[src/rtl/i2c_byte_seq.sv]
module i2c_byte_seq #(
  parameter int SYNC_STAGES = 2,
  parameter int DATA_BITS   = 8
) (
  input  logic clk,
  input  logic rst_n,
  input  logic scl_in,
  input  logic start_det,
  input  logic stop_det,
  input  logic is_master,
  input  logic addr_phase,
  input  logic addr_match,
  input  logic ext_code,
  input  logic gen_call,
  input  logic ctl_we,
  input  logic ctl_wtim_d,
  input  logic ctl_acke_d,
  input  logic wait_release,
  output logic scl_hold,
  output logic sda_pull,
  output logic irq
);
  localparam int ACK_CLK = DATA_BITS + 1;
  localparam int CNT_W   = $clog2(ACK_CLK + 1);

  logic [SYNC_STAGES:0] scl_sh;
  logic [CNT_W-1:0]     cnt;
  logic [CNT_W-1:0]     nth;
  logic                 wtim_q, acke_q;
  logic                 fall, at_data_end, at_ack_end;
  logic                 wait_data, wait_last, ack_want, take_wait, bus_evt;

  always_ff @(posedge clk or negedge rst_n)
    if (!rst_n) scl_sh <= '1;
    else        scl_sh <= {scl_sh[SYNC_STAGES-1:0], scl_in};

  assign fall        = scl_sh[SYNC_STAGES] & ~scl_sh[SYNC_STAGES-1];
  assign nth         = cnt + 1'b1;
  assign at_data_end = fall && (nth == CNT_W'(DATA_BITS));
  assign at_ack_end  = fall && (nth == CNT_W'(ACK_CLK));
  assign bus_evt     = start_det | stop_det;

  assign wait_data = addr_phase ? ext_code : ~wtim_q;
  assign wait_last = addr_phase ? (~ext_code & (is_master | addr_match | gen_call)) : wtim_q;
  assign ack_want  = addr_phase ? (ext_code ? acke_q : (~is_master & (addr_match | gen_call)))
                                : acke_q;
  assign take_wait = (at_data_end & wait_data) | (at_ack_end & wait_last);

  always_ff @(posedge clk or negedge rst_n)
    if (!rst_n) begin
      wtim_q <= 1'b0;
      acke_q <= 1'b0;
    end else if (ctl_we) begin
      wtim_q <= ctl_wtim_d;
      acke_q <= ctl_acke_d;
    end

  always_ff @(posedge clk or negedge rst_n)
    if (!rst_n)       cnt <= '0;
    else if (bus_evt) cnt <= '0;
    else if (fall)    cnt <= at_ack_end ? '0 : nth;

  always_ff @(posedge clk or negedge rst_n)
    if (!rst_n)           sda_pull <= 1'b0;
    else if (bus_evt)     sda_pull <= 1'b0;
    else if (at_data_end) sda_pull <= ack_want;
    else if (at_ack_end)  sda_pull <= 1'b0;

  always_ff @(posedge clk or negedge rst_n)
    if (!rst_n)            scl_hold <= 1'b0;
    else if (bus_evt)      scl_hold <= 1'b0;
    else if (take_wait)    scl_hold <= 1'b1;
    else if (wait_release) scl_hold <= 1'b0;

  always_ff @(posedge clk or negedge rst_n)
    if (!rst_n) irq <= 1'b0;
    else        irq <= take_wait & ~bus_evt;
endmodule

[config.mk]
export PLATFORM = sky130hd
export DESIGN_NAME = i2c_byte_seq
export DESIGN_NICKNAME = d
export VERILOG_FILES = /design/src/rtl/i2c_byte_seq.sv
export SDC_FILE = /design/constraint.sdc
export NUM_CORES = 1
export LEC_CHECK = 0
export BUFFER_PORTS_ARGS = -buffer_cell sky130_fd_sc_hd__buf_2
export CORE_MARGIN = 3
export CORE_UTILIZATION = 44
export CTS_CLUSTER_DIAMETER = 150
export DETAILED_ROUTE_END_ITERATION = 8
export GPL_TIMING_DRIVEN = 0
export PLACE_DENSITY = 0.72
export SYNTH_ARGS = -nofsm -noshare
export SYNTH_HDL_FRONTEND = slang
export SYNTH_SLANG_ARGS = --single-unit
[constraint.sdc]
create_clock -name clk -period 1.3 [get_ports clk]
set_input_delay 0.065 -clock clk [delete_from_list [all_inputs] [get_ports clk]]
set_output_delay 0.065 -clock clk [all_outputs]
set_load 0.05 [all_outputs]
# Yosys cells after proc, flatten, opt, wreduce, memory -nomap -nowiden

Index checks and enable logic that the tools add are counted.

Flip-flop bits (word level): 12
Word-level logic and storage cells: 44

Multiplexer cells: 13
Reductions and logical operators: 5
Add/subtract/negate cells: 1
Bitwise gates (word level): 16
Equality and inequality tests: 2

Operators by type and width:

| operator                                                       | count |
|---|---|
| 4-bit 2-to-1 mux                                               | 3 |
| 1-bit 2-to-1 mux                                               | 10 |
| 4-bit equality test (second input constant)                    | 2 |
| 1-bit bitwise AND                                              | 6 |
| 3-bit nonzero test                                             | 2 |
| 1-bit NOT                                                      | 5 |
| 1-bit OR                                                       | 5 |
| 4-bit by 1-bit adder with 4-bit output (second input constant) | 1 |
| 1-bit logical AND                                              | 2 |
| 2-bit nonzero test                                             | 1 |

# Depth between registers and ports, before layout

Gate-level depths: netlist of the first run.

Depth after elaboration: 8
Depth in mapped cells: 5
Depth with buffers taken out: 5

# Worst setup path before layout of the first run

No wires, ideal clock.

Kind: reg-to-reg
From: reg cnt[0]
To: reg scl_hold
Path slack: -74 ps
Library setup time: 130 ps
Arrival: 1,245 ps
Clock period less this slack: 1,374 ps
Stages on the path, launching flop included: 5
Cell sequence: dfrtp_1 > ha_1 > and3_2 > o311ai_1 > o31ai_2

Cells in the longest elaborated chain, start to end: 7

RTL lines:

| item                                          | RTL line | RTL |
|---|---|---|
| start: declaration                            | 27       | `logic [CNT_W-1:0] cnt;` |
| start signal: assignment                      | 61       | `else if (fall) cnt <= at_ack_end ? '0 : nth;` |
| 4-bit by 1-bit adder with 4-bit output *      | 38       | `assign nth = cnt + 1'b1;` |
| 4-bit equality test, on equally long branches | 39, 40   |  |
| 1-bit logical AND, on equally long branches   | 39, 40   |  |
| 1-bit bitwise AND                             | 47       | `assign take_wait = (at_data_end & wait_data) \| (at_ack_end & wait_last);` |
| 1-bit OR *                                    | 47       |  |
| 1-bit 2-to-1 mux                              | 72       | `else if (take_wait) scl_hold <= 1'b1;` |
| 1-bit 2-to-1 mux                              | 71       | `else if (bus_evt) scl_hold <= 1'b0;` |
| end signal: assignment                        | 71       |  |
| end signal: assignment                        | 72       |  |
| end signal: assignment                        | 73       | `else if (wait_release) scl_hold <= 1'b0;` |
| end: declaration                              | 19       | `output logic scl_hold,` |

Every way passes the cells marked *; elsewhere a longest branch is shown, timed or not.
A chain may end at the register's enable or synchronous reset.

# Worst setup path in the final report of the first run

From: reg scl_sh[2]
To: reg sda_pull

Cells in the longest elaborated chain, start to end: 4

RTL lines:

| item                     | RTL line | RTL |
|---|---|---|
| start: declaration       | 26       | `logic [SYNC_STAGES:0] scl_sh;` |
| start signal: assignment | 35       | `else scl_sh <= {scl_sh[SYNC_STAGES-1:0], scl_in};` |
| 1-bit bitwise AND *      | 37       | `assign fall = scl_sh[SYNC_STAGES] & ~scl_sh[SYNC_STAGES-1];` |
| 1-bit logical AND        | 39       | `assign at_data_end = fall && (nth == CNT_W'(DATA_BITS));` |
| 1-bit 2-to-1 mux         | 66       | `else if (at_data_end) sda_pull <= ack_want;` |
| 1-bit 2-to-1 mux         | 65       | `else if (bus_evt) sda_pull <= 1'b0;` |
| end signal: assignment   | 66       |  |
| end: declaration         | 20       | `output logic sda_pull,` |

Marks and branches as above.

==> results of run 1 <==
==> critical path, cell delays in order, from the launching register on <==
cell,delay (ns)
sky130_fd_sc_hd__dfstp_2,0.54
sky130_fd_sc_hd__nor2b_4,0.18
sky130_fd_sc_hd__and3_4,0.26
sky130_fd_sc_hd__buf_6,0.11
sky130_fd_sc_hd__o2111ai_1,0.11
sky130_fd_sc_hd__o21ai_1,0.12
==> per-layer routing <==
layer,vias to the layer above,global-route usage,part of all wire
met2,12,0.307,0.54
met1,253,0.180,0.40
met4,0,0.0542,0.0072
met5,-,0,0
met3,4,0.0747,0.058
li1,252,-,-
==> synthesized netlist by cell type (2+ instances only) <==
master	n
sky130_fd_sc_hd__dfrtp_1	9
sky130_fd_sc_hd__dfstp_2	3
sky130_fd_sc_hd__ha_1	2
sky130_fd_sc_hd__inv_1	2
sky130_fd_sc_hd__mux2_2	2
sky130_fd_sc_hd__nand2_1	4
sky130_fd_sc_hd__nand2b_1	2
sky130_fd_sc_hd__nand3b_1	2
sky130_fd_sc_hd__nor2_1	4
sky130_fd_sc_hd__nor3_1	4
sky130_fd_sc_hd__o21a_1	2
sky130_fd_sc_hd__o21ai_1	2
==> sequential cells by signal (all words and copies together), names as in the netlist <==
register / flops
wtim_q: 1
scl_sh: 3
irq: 1
scl_hold: 1
sda_pull: 1
cnt: 4
acke_q: 1
==> power breakdown <==
group | internal (mW) | leakage [nW] | switching, mW
Combinational | 0.0510 | 0.212 | 0.0453
Sequential | 0.389 | 0.152 | 0.0121
Clock | 0.171 | 0.0210 | 0.130
==> path summary, 6_finish.rpt <==
check	end	depth (start not counted)	start	slack (ns)
worst min-delay path	acke_q$_DFFE_PN0P_	2	ctl_acke_d	0.02
worst max register to register	sda_pull$_DFFE_PN0P_	5	scl_sh[2]$_DFF_PN1_	-0.08
max in group asynchronous	scl_sh[0]$_DFF_PN1_	2	rst_n	0.85
min in group asynchronous	cnt[0]$_DFFE_PN0P_	2	rst_n	0.17
worst max-delay path	sda_pull$_DFFE_PN0P_	5	scl_sh[2]$_DFF_PN1_	-0.08
worst min register to register	scl_sh[1]$_DFF_PN1_	0	scl_sh[0]$_DFF_PN1_	0.36
==> timing repair <==
| action | CTS | global route |
|---|---|---|
| pin swaps | 7 | 3 |
| endpoints found under the hold margin | 15 | 0 |
| gates resized for setup | 2 | 3 |
| hold buffers | 4 | 0 |
| setup buffers | 4 | 0 |
| endpoints found under the setup margin | 5 | 6 |
==> cell families after synthesis <==
kind of cell / synth area share
and+or+nand+nor: 0.223
DFF: 0.493
AOI/OAI and AO/OA: 0.140
xor gates and xnor gates: 0.0548
buffers and inverters: 0.0122
muxes: 0.0365
adders and majority gates: 0.0406
==> cell type report <==
type	count	area [um2]	area share
sequential	12	304	0.347
inverter	2	7.51	0.00856
timing repair buffer	24	154	0.175
tap	14	17.5	0.0200
multi-input combinational	41	358	0.408
clock buffer	4	36.3	0.0414
==> metrics by stage <==
stage,power [mW],util
6_report,0.798,0.730
5_1_grt,0.829,0.730
4_1_cts,0.801,0.711
3_5_place_dp,0.482,0.611
3_3_place_gp,0.477,0.611
2_1_floorplan,0.441,-
==> results.md, run 1 <==
Synth:
- Sorting the synthesized cells by area gives the leading types as sky130_fd_sc_hd__dfrtp_1, sky130_fd_sc_hd__dfstp_2, sky130_fd_sc_hd__ha_1.
- The mean post-synth cell area is around 11 um2.
- Of the post-synthesis cell area, the dominant cell type holds 0.365.
- The number of nets in the synthesized netlist is 71.
- The share of flip-flops with an asynchronous set or reset after synthesis is 1.00.
- The number of register bits inferred by synthesis is 12.
- The number of distinct standard cells referenced by the synthesized netlist is 29.
- The number of instances in the synthesized netlist is 55.
- Yosys printed 0 warnings.
- Counting flops with a built-in enable in the synthesized netlist gives 0.
- The cell accounting for the most synthesized area is sky130_fd_sc_hd__dfrtp_1.
- For this run, the leading register cell type out of synthesis is sky130_fd_sc_hd__dfrtp_1.
- The cell area that synthesis handed to floorplanning was slightly above 600 um2.
- The part of the Yosys area used for sequential elements is 0.493.

Worst setup path:
- STA classifies the critical path endpoint as a flip-flop.
- The startpoint type of the worst setup path is a flip-flop.
- Data on the critical path is required at its endpoint by 1.51 ns.
- The arrival time reported for the critical path endpoint is about 1.6 ns.
- The worst setup path is of the flip-flop to flip-flop kind.
- Of all nets on the critical path, the largest fanout is 5.

Placed design:
- The placed instance count is 85.
- Routability-driven placement finished with a final weighted congestion of around 0.68.
- After legalization and detailed placement, the total HPWL measured 981 um.
- The quantity of I/O buffers inserted on ports is 16.
- The placement-stage cell area is 734 um2.
- The worst slack after detailed placement is -0.125 ns.

Global routing:
- Entering global routing, the biggest net connects 13 pins.
- The first global-routing pass estimated 2.33 mm of wire.
- The initial antenna violation count is 0.
- The total overflow left after global routing is 0.
- The number of global-route vias before repair is 563.
- The overall fraction of global-route tracks in use is 0.172.

CTS:
- The clock slew seen by the registers of the worst setup and hold paths is 0.08 ns.
- The TritonCTS clock tree is done.
- The count of clock tree sinks is 12.
- The cell sitting at the root of the clock tree is a sky130_fd_sc_hd__clkbuf_4.
- CTS built an H-tree with a depth of 1.
- The number of buffers added by the clock tree synthesis step is 3.
- The longest clock path from root to sink contains 2 buffers.
- Clock latency on the worst-skew pair, taken at its later pin, is 0.28 ns.

Detailed routing:
- The via density per instance is around 5.4.
- The detail route stage leaves a number of antenna-violating nets equal to 0.
- The detailed router finished its first iteration with 2 violations.
- Wires add up to 1.39 mm.
- The number of remaining DRC errors is 0.
- After detailed routing, the average wire length per cell comes to ~14 um.
- Across all layers, the routed design uses 521 vias.
- The iteration count of the initial detailed-routing pass is 2.

Floorplan:
- The placeable core area is 1200 um2.
- The area enclosed by the die boundary is about 1900 um2.
- The number of top-level pins is 17.
- The die is 43.4 um tall.
- The die outline width is approximately 43 um.
- The number of rows created at floorplan is 12.
- The effective utilization at floorplan is 0.514.

Final layout:
- The library cells used most frequently in the layout, excluding fill and tap cells, are sky130_fd_sc_hd__buf_2, sky130_fd_sc_hd__dfrtp_1.
- The relative area change from synthesis to final layout is 42.2%.
- The count of fill cells added during filler insertion is 86.
- The number of nets in the layout is 100.
- The library cell used most frequently in the layout, excluding fill and tap cells, is sky130_fd_sc_hd__buf_2.
- After routing the design area is 877 um2.
- The fraction of layout instances using a drive strength above 1 is 0.482.
- The number of non-filler instances in the completed layout is 97.
- 0 antenna diodes ended up in the layout.

Power and ir drop:
- The power density of the placed cells is 910 nW/um2.
- The static leakage is 0.385 nW.
- The maximum vdd drop is approximately 0.00076 V.

STA:
- The clock arrives with 0.00973 ns of skew.
- The post-route minimum period is 1.38 ns.
- After routing, the total negative slack on setup checks comes to -0.295 ns.
- Dividing the final minimum period by the clock period gives 1.06.
- The setup-violating endpoint count in the final report is 5.
- The final-report hold violation count is 0.
- Across all hold checks on the routed design, the worst slack comes to between 0.015 and 0.02 ns.
- The post-layout worst setup margin is -0.0784 ns.
- Setup repair after global routing could not meet its margin everywhere.
- The number of slew-limit violations in the final report came to 0.
- In this run the tightest slew margin relative to its limit is 0.661.
- The achievable frequency is roughly 730 MHz.
- At the pin with the least slew margin, the transition time is 0.507 ns.

Run status:
- The checks that failed: negative setup slack.
- The run finished, with violations left.

Worst hold path:
- The min-delay analysis places its worst path in the category input port to flip-flop.

Job:
- The max-cap violation count is 0.
Power figures use the tool's default switching activity.
==> inputs of run 2 (changes only) <==
- CORE_AREA: not set -> 3 3 40 42
- CORE_MARGIN: 3 -> not set
- CORE_UTILIZATION: 44 -> not set
- DIE_AREA: not set -> 0 0 43 45
- clock period: 1.3 -> 1.57 ns (I/O delays scaled with it)
==> results.md, run 2 (synthesis results as in run 1) <==
CTS:
- The total setup buffers inserted after CTS is 0.
- No sink is reached through more buffers than the 2 on the longest clock path.
- The clock reaches the later pin of the worst-skew pair after 0.27 ns.
- In this run the number of H-tree levels came out at 1.
- TritonCTS created 3 clock buffers.
- The clock drives 12 sinks.
- TritonCTS built the clock tree.
- The clock root buffer is sky130_fd_sc_hd__clkbuf_4.
- Clock-pin slew was measured on the worst setup and hold paths at 0.07 ns.

Worst setup path:
- STA classifies the critical path endpoint as a flip-flop.
- The startpoint type of the worst setup path is a flip-flop.
- In this run the critical register-to-register path is captured at scl_hold$_DFFE_PN0P_.
- The endpoint required time on the critical path is ~1.8 ns.
- The critical path is of the flip-flop to flip-flop type.
- The cell depth of the worst flop-to-flop path is 4.
- The worst register-to-register path begins at scl_sh[2]$_DFF_PN1_.
- Data arrives at the worst endpoint at 1.64 ns.
- The internal reg-to-reg setup slack is 0.11 ns.
- The capture point of the critical path is scl_hold$_DFFE_PN0P_.
- The startpoint of the worst setup timing path is scl_sh[2]$_DFF_PN1_.
- Of all nets on the critical path, the largest fanout is 7.

STA:
- On the final layout, the worst clock skew is approximately 0.0039 ns.
- The worst path meets setup with between 0.1 and 0.15 ns of slack.
- The final-report hold violation count is 0.
- The number of slew-limit violations in the final report was 0.
- For the pin with the worst max-slew slack, the measured transition is around 0.50 ns.
- After layout, the minimum clock period comes to 1.46 ns.
- The post-route clock period utilization is 0.930.
- Derived from the worst setup path, the maximum achievable clock frequency is 685 MHz.
- The final setup TNS is 0 ns.
- The setup-violating endpoint count in the final report is 0.
- Setup repair after global routing left no endpoint under its margin.
- Measured against its own limit, the worst slew margin works out to 0.667.

Floorplan:
- The die boundary height is 45 um.
- The number of top-level pins is 17.
- In this run the horizontal extent of the chip is 43 um.
- The placeable core area is 1280 um2.
- The floorplan step defined a die boundary enclosing 1940 um2.
- The number of rows created at floorplan is 13.
- The effective utilization at floorplan is 0.480.

Final layout:
- The total area of multi-input combinational cells is approximately 310 um2.
- 0 antenna diodes ended up in the layout.
- In the final layout, the share of cells above drive strength 1 is 0.410.
- Leaving out fill and tap cells, the most frequent cells in the layout are sky130_fd_sc_hd__buf_2, sky130_fd_sc_hd__dfrtp_1, sky130_fd_sc_hd__nand2_1, sky130_fd_sc_hd__nor2_1, sky130_fd_sc_hd__nor3_1.
- The relative area change from synthesis to final layout is 26.4%.
- The most common cell after layout, fill and taps aside is sky130_fd_sc_hd__buf_2.
- Summing all flip-flop and latch instances after layout gives 304 um2.
- The count of fill cells added during filler insertion is 111.
- Ranked by flip-flop count, first place goes to cnt.
- The largest registers in the layout are cnt (4), scl_sh (3).
- The number of flip-flops under the largest register name is 4.
- At the end of the flow, the number of nets in the layout was 95.

Global routing:
- The first-pass GRT wire length is approximately 1.9 mm.
- The overall fraction of global-route tracks in use is 0.130.
- The initial antenna violation count is 0.
- The number of global-route vias before repair is 435.
- The pin count of the biggest net entering global routing is 13.
- The overall overflow remaining after global route is 0.

Worst hold path:
- The min-delay analysis places its worst path in the category input port to flip-flop.
- The critical hold path startpoint is stop_det.

Placed design:
- The half-perimeter wire length of the detailed placement result is 845 um.
- In this run the tool buffered the top-level ports with 16 buffer cells.
- The placer's final routability congestion estimate is 0.680.
- The worst slack after detailed placement is 0.0837 ns.

Run status:
- The flow ran to the end, and the final reports show no timing, DRC or antenna violations.

Detailed routing:
- The number of remaining DRC errors is 0.
- After the first detailed-routing iteration, the DRC count stood at 8.
- The iteration count of the initial detailed-routing pass is 4.
- After detailed routing, the average wire length per cell comes to around 12 um.
- The routed layout has 493 vias.
- The number of nets with antenna violations after detailed routing is 0.
- Summed over all layers, the routed wires come to 1.15 mm.
- The via density per instance is 5.30.

Job:
- The max-cap violation count is 0.

Power and ir drop:
- The maximum vdd drop is around 0.00047 V.
- The power density of the placed cells is 760 nW/um2.
- The static leakage is ~0.35 nW.
run 2: through the flow:
stage | hold slack (ns) | instance area (um2) | total power, mW | utilization | instances
6_report | 0.00293 | 779 | 0.592 | 0.607 | 93
5_1_grt | 0.0148 | 779 | 0.631 | 0.607 | 93
4_1_cts | 0.00122 | 772 | 0.596 | 0.601 | 93
3_5_place_dp | -0.0309 | 716 | 0.395 | 0.557 | 86
3_3_place_gp | -0.0351 | 716 | 0.392 | 0.557 | 86
2_1_floorplan | -0.217 | 617 | 0.363 | - | 55
run 2: worst min-delay path by stage:
| stage | slack [ns] | to | cells after the start |
|---|---|---|---|
| global route | 0.01 | cnt[1]$_DFFE_PN0P_ | 2 |
| global placement | -0.04 | cnt[0]$_DFFE_PN0P_ | 1 |
| floorplan | -0.22 | acke_q$_DFFE_PN0P_ | 0 |
| finish | 0.003 | cnt[1]$_DFFE_PN0P_ | 2 |
| detailed placement | -0.03 | cnt[0]$_DFFE_PN0P_ | 1 |
| CTS | 0.001 | cnt[1]$_DFFE_PN0P_ | 2 |
run 2: worst max-delay path, stage by stage (launching register included):
cell	delay [ns]
sky130_fd_sc_hd__dfstp_2	0.53
sky130_fd_sc_hd__nor2b_4	0.20
sky130_fd_sc_hd__and3_2	0.28
sky130_fd_sc_hd__o21ai_1	0.11
sky130_fd_sc_hd__o31ai_2	0.25
run 2: cell type report:
class | count | area share
multi-input cells | 41 | 0.401
flip-flops and latches | 12 | 0.390
repair buffers | 19 | 0.141
clock buffers | 4 | 0.0337
well taps | 15 | 0.0241
inverters | 2 | 0.00963
run 2: timing repair:
| item | CTS | global route |
|---|---|---|
| gates resized for setup | 0 | 1 |
| setup endpoints to repair | 0 | 1 |
| hold endpoints to repair | 14 | 0 |
| hold buffers | 3 | 0 |
run 2: per-layer routing:
layer	vias up	global-route usage	share of wire	wire length, um
met5	-	0	0	0
met4	0	0.0542	0	0
met3	0	0.0359	0.050	57
met2	13	0.210	0.49	566
met1	238	0.166	0.46	522
li1	242	-	-	-
run 2: power breakdown:
| group | total, mW | switching (mW) | internal, mW |
|---|---|---|---|
| Clock | 0.197 | 0.0983 | 0.0983 |
| Combinational | 0.0653 | 0.0305 | 0.0347 |
| Sequential | 0.330 | 0.00815 | 0.322 |
==> inputs of run 3 (changes only) <==
- PLACE_DENSITY: 0.72 -> 0.73
- RECOVER_POWER: not set -> 100
==> results.md, run 3 (synthesis results as in run 1) <==
Global routing:
- The first-pass GRT wire length is a little under 2 mm.
- The met2 track demand over resource in global routing is 0.240.
- The met1 usage is 0.165.
- The layer carrying the most global-route usage is met2.
- For this run, the total global-route usage over all layers was measured as 0.143.
- The pin count of the biggest net entering global routing is 13.
- The initial antenna violation count is 0.
- The met3 usage in global routing is 0.0359.
- The number of global-route vias before repair is 464.
- After global routing the overflow that remains totals 0.

STA:
- Setup repair after global routing left no endpoint under its margin.
- The remaining max-slew budget at the tightest pin is 0.600.
- Setup violations remaining at the end of the flow were counted as 0.
- Final hold analysis gives a worst-case slack of 0.0311 ns.
- The post-route clock period utilization is 0.922.
- For the pin with the worst max-slew slack, the measured transition is 0.600 ns.
- The achievable frequency is 691 MHz.
- The final clock skew is 0.00500 ns.
- After routing, the total negative slack on setup checks comes to 0 ns.
- The number of slew-limit violations in the final report is 0.
- The post-route minimum period is 1.45 ns.
- The final-report hold violation count is 0.

Worst setup path:
- The maximum net fanout on the critical path is 7.
- The endpoint required time on the critical path is ~1.8 ns.
- Data arrives at the worst endpoint at 1.63 ns.
- The startpoint type of the worst setup path is a flip-flop.
- The internal reg-to-reg setup slack is 0.12 ns.
- The setup path with the least slack is of type flip-flop to flip-flop.
- The kind of end point of the critical path is a flip-flop.

CTS:
- The total setup buffers inserted after CTS is 0.
- After clock tree synthesis, the clock-pin slew on the worst setup and hold paths is 0.08 ns.
- Counting along the longest clock path gives a buffer depth of 2.
- The clock reaches the later pin of the worst-skew pair after 0.27 ns.
- In this run the number of H-tree levels came out at 1.
- The count of clock tree sinks is 12.
- The TritonCTS clock tree is done.
- The number of buffers added by the clock tree synthesis step is 3.
- The clock root buffer is sky130_fd_sc_hd__clkbuf_4.

Job:
- The max-cap violation count is 0.

Final layout:
- The number of non-filler instances in the completed layout is 94.
- The fraction of layout instances using a drive strength above 1 is 0.354.
- The repair_antennas step left the layout with diodes totalling 0.
- The top cell types in the final layout, fill and taps aside, are sky130_fd_sc_hd__buf_2, sky130_fd_sc_hd__dfrtp_1.
- The number of flip-flops under the largest register name is 4.
- The library cell used most frequently in the layout, excluding fill and tap cells, is sky130_fd_sc_hd__buf_2.
- The number of nets in the layout is 96.
- The largest registers in the layout are cnt (4), scl_sh (3).
- The register name with the most flops is cnt.
- Relative to the synthesized area, the layout overhead comes to 28.8%.

Detailed routing:
- Dividing the detail-routed via count by the number of cells gives ~5.3.
- The total vias in the final route is 496.
- The total wire length is 1.12 mm.
- The average wire per cell in the routed design is around 12 um.
- The iteration count of the initial detailed-routing pass is 1.
- The number of nets with antenna violations after detailed routing is 0.
- The DRC violation total after the first TritonRoute iteration is 0.
- For this run, design rule violations remaining after detail routing come to 0.

Run status:
- The flow ran to the end, and the final reports show no timing, DRC or antenna violations.

Worst hold path:
- The class of the tightest hold or removal check is input port to flip-flop.

Power and ir drop:
- The power density of the placed cells is around 800 nW/um2.
- The static leakage is around 0.35 nW.
- The maximum vdd drop is between 0.0006 and 0.0007 V.

Placed design:
- The placer's final routability congestion estimate is 0.680.
- Once placement completed, the tool counted placed cells totaling between 80 and 90.
- The quantity of I/O buffers inserted on ports is 16.
- The half-perimeter wire length of the detailed placement result is around 850 um.

Floorplan:
- After floorplanning, the core was sized to cover 1280 um2.
- The number of top-level pins is 17.
- The die covers 1940 um2.
- The number of rows created at floorplan is 13.
- The effective utilization at floorplan is 0.480.
- The die boundary height is around 45 um.
- From left edge to right edge, the die measures 43 um.
==> run 3: cell count changes in the layout (fill, tap and decap cells not counted), sizes merged <==
cell and delta:
buf -4, clkbuf +4, dlygate4sd3 +1
==> run 3: critical path: stages, from the launching register on <==
cell and delay (ns):
sky130_fd_sc_hd__dfstp_2 0.53, sky130_fd_sc_hd__nor2b_4 0.20, sky130_fd_sc_hd__and3_2 0.26, sky130_fd_sc_hd__o21ai_1 0.11
sky130_fd_sc_hd__o31ai_2 0.25
==> run 3: through the flow <==
stage	area, um2	setup slack, ns	util	total power [mW]
floorplan	617	0.196	-	0.363
global placement	716	0.108	0.557	0.392
detailed placement	716	0.0807	0.557	0.394
CTS	792	0.0698	0.616	0.651
global route	795	0.0370	0.618	0.677
finish	795	0.123	0.618	0.645
==> run 3: path summary, 6_finish.rpt <==
kind                                      from              endpoint  depth (start not counted)
max in group asynchronous                rst_n    cnt[1]$_DFFE_PN0P_                          2
min in group asynchronous                rst_n    cnt[3]$_DFFE_PN0P_                          2
max reg2reg                scl_sh[2]$_DFF_PN1_  scl_hold$_DFFE_PN0P_                          4
min reg2reg                scl_sh[0]$_DFF_PN1_   scl_sh[1]$_DFF_PN1_                          0
max                        scl_sh[2]$_DFF_PN1_  scl_hold$_DFFE_PN0P_                          4
min                                 ctl_wtim_d    wtim_q$_DFFE_PN0P_                          2
==> run 3: cell type report <==
type | count | area, um2
sequential | 12 | 304
tap | 15 | 18.8
clock buffer | 4 | 36.3
inverter | 2 | 7.51
timing repair buffer | 20 | 115
multi-input combinational | 41 | 313
fill | 125 | 490
==> run 3: metal layers <==
metal  vias up  share of wire
met4         0          0.021
met3         4          0.050
met1       233           0.45
met2        11           0.48
li1        248              -
met5         -              0
==> run 3: timing repair <==
action	in CTS	in global routing
setup endpoints to repair	0	1
resized for setup	0	1
endpoints found under the hold margin	15	0
hold buffers	4	0
==> run 3: power by group <==
| part | leakage (nW) | internal (mW) | switching [mW] |
|---|---|---|---|
| sequential | 0.152 | 0.322 | 0.00779 |
| clock | 0.0210 | 0.141 | 0.110 |
| combinational | 0.174 | 0.0359 | 0.0297 |
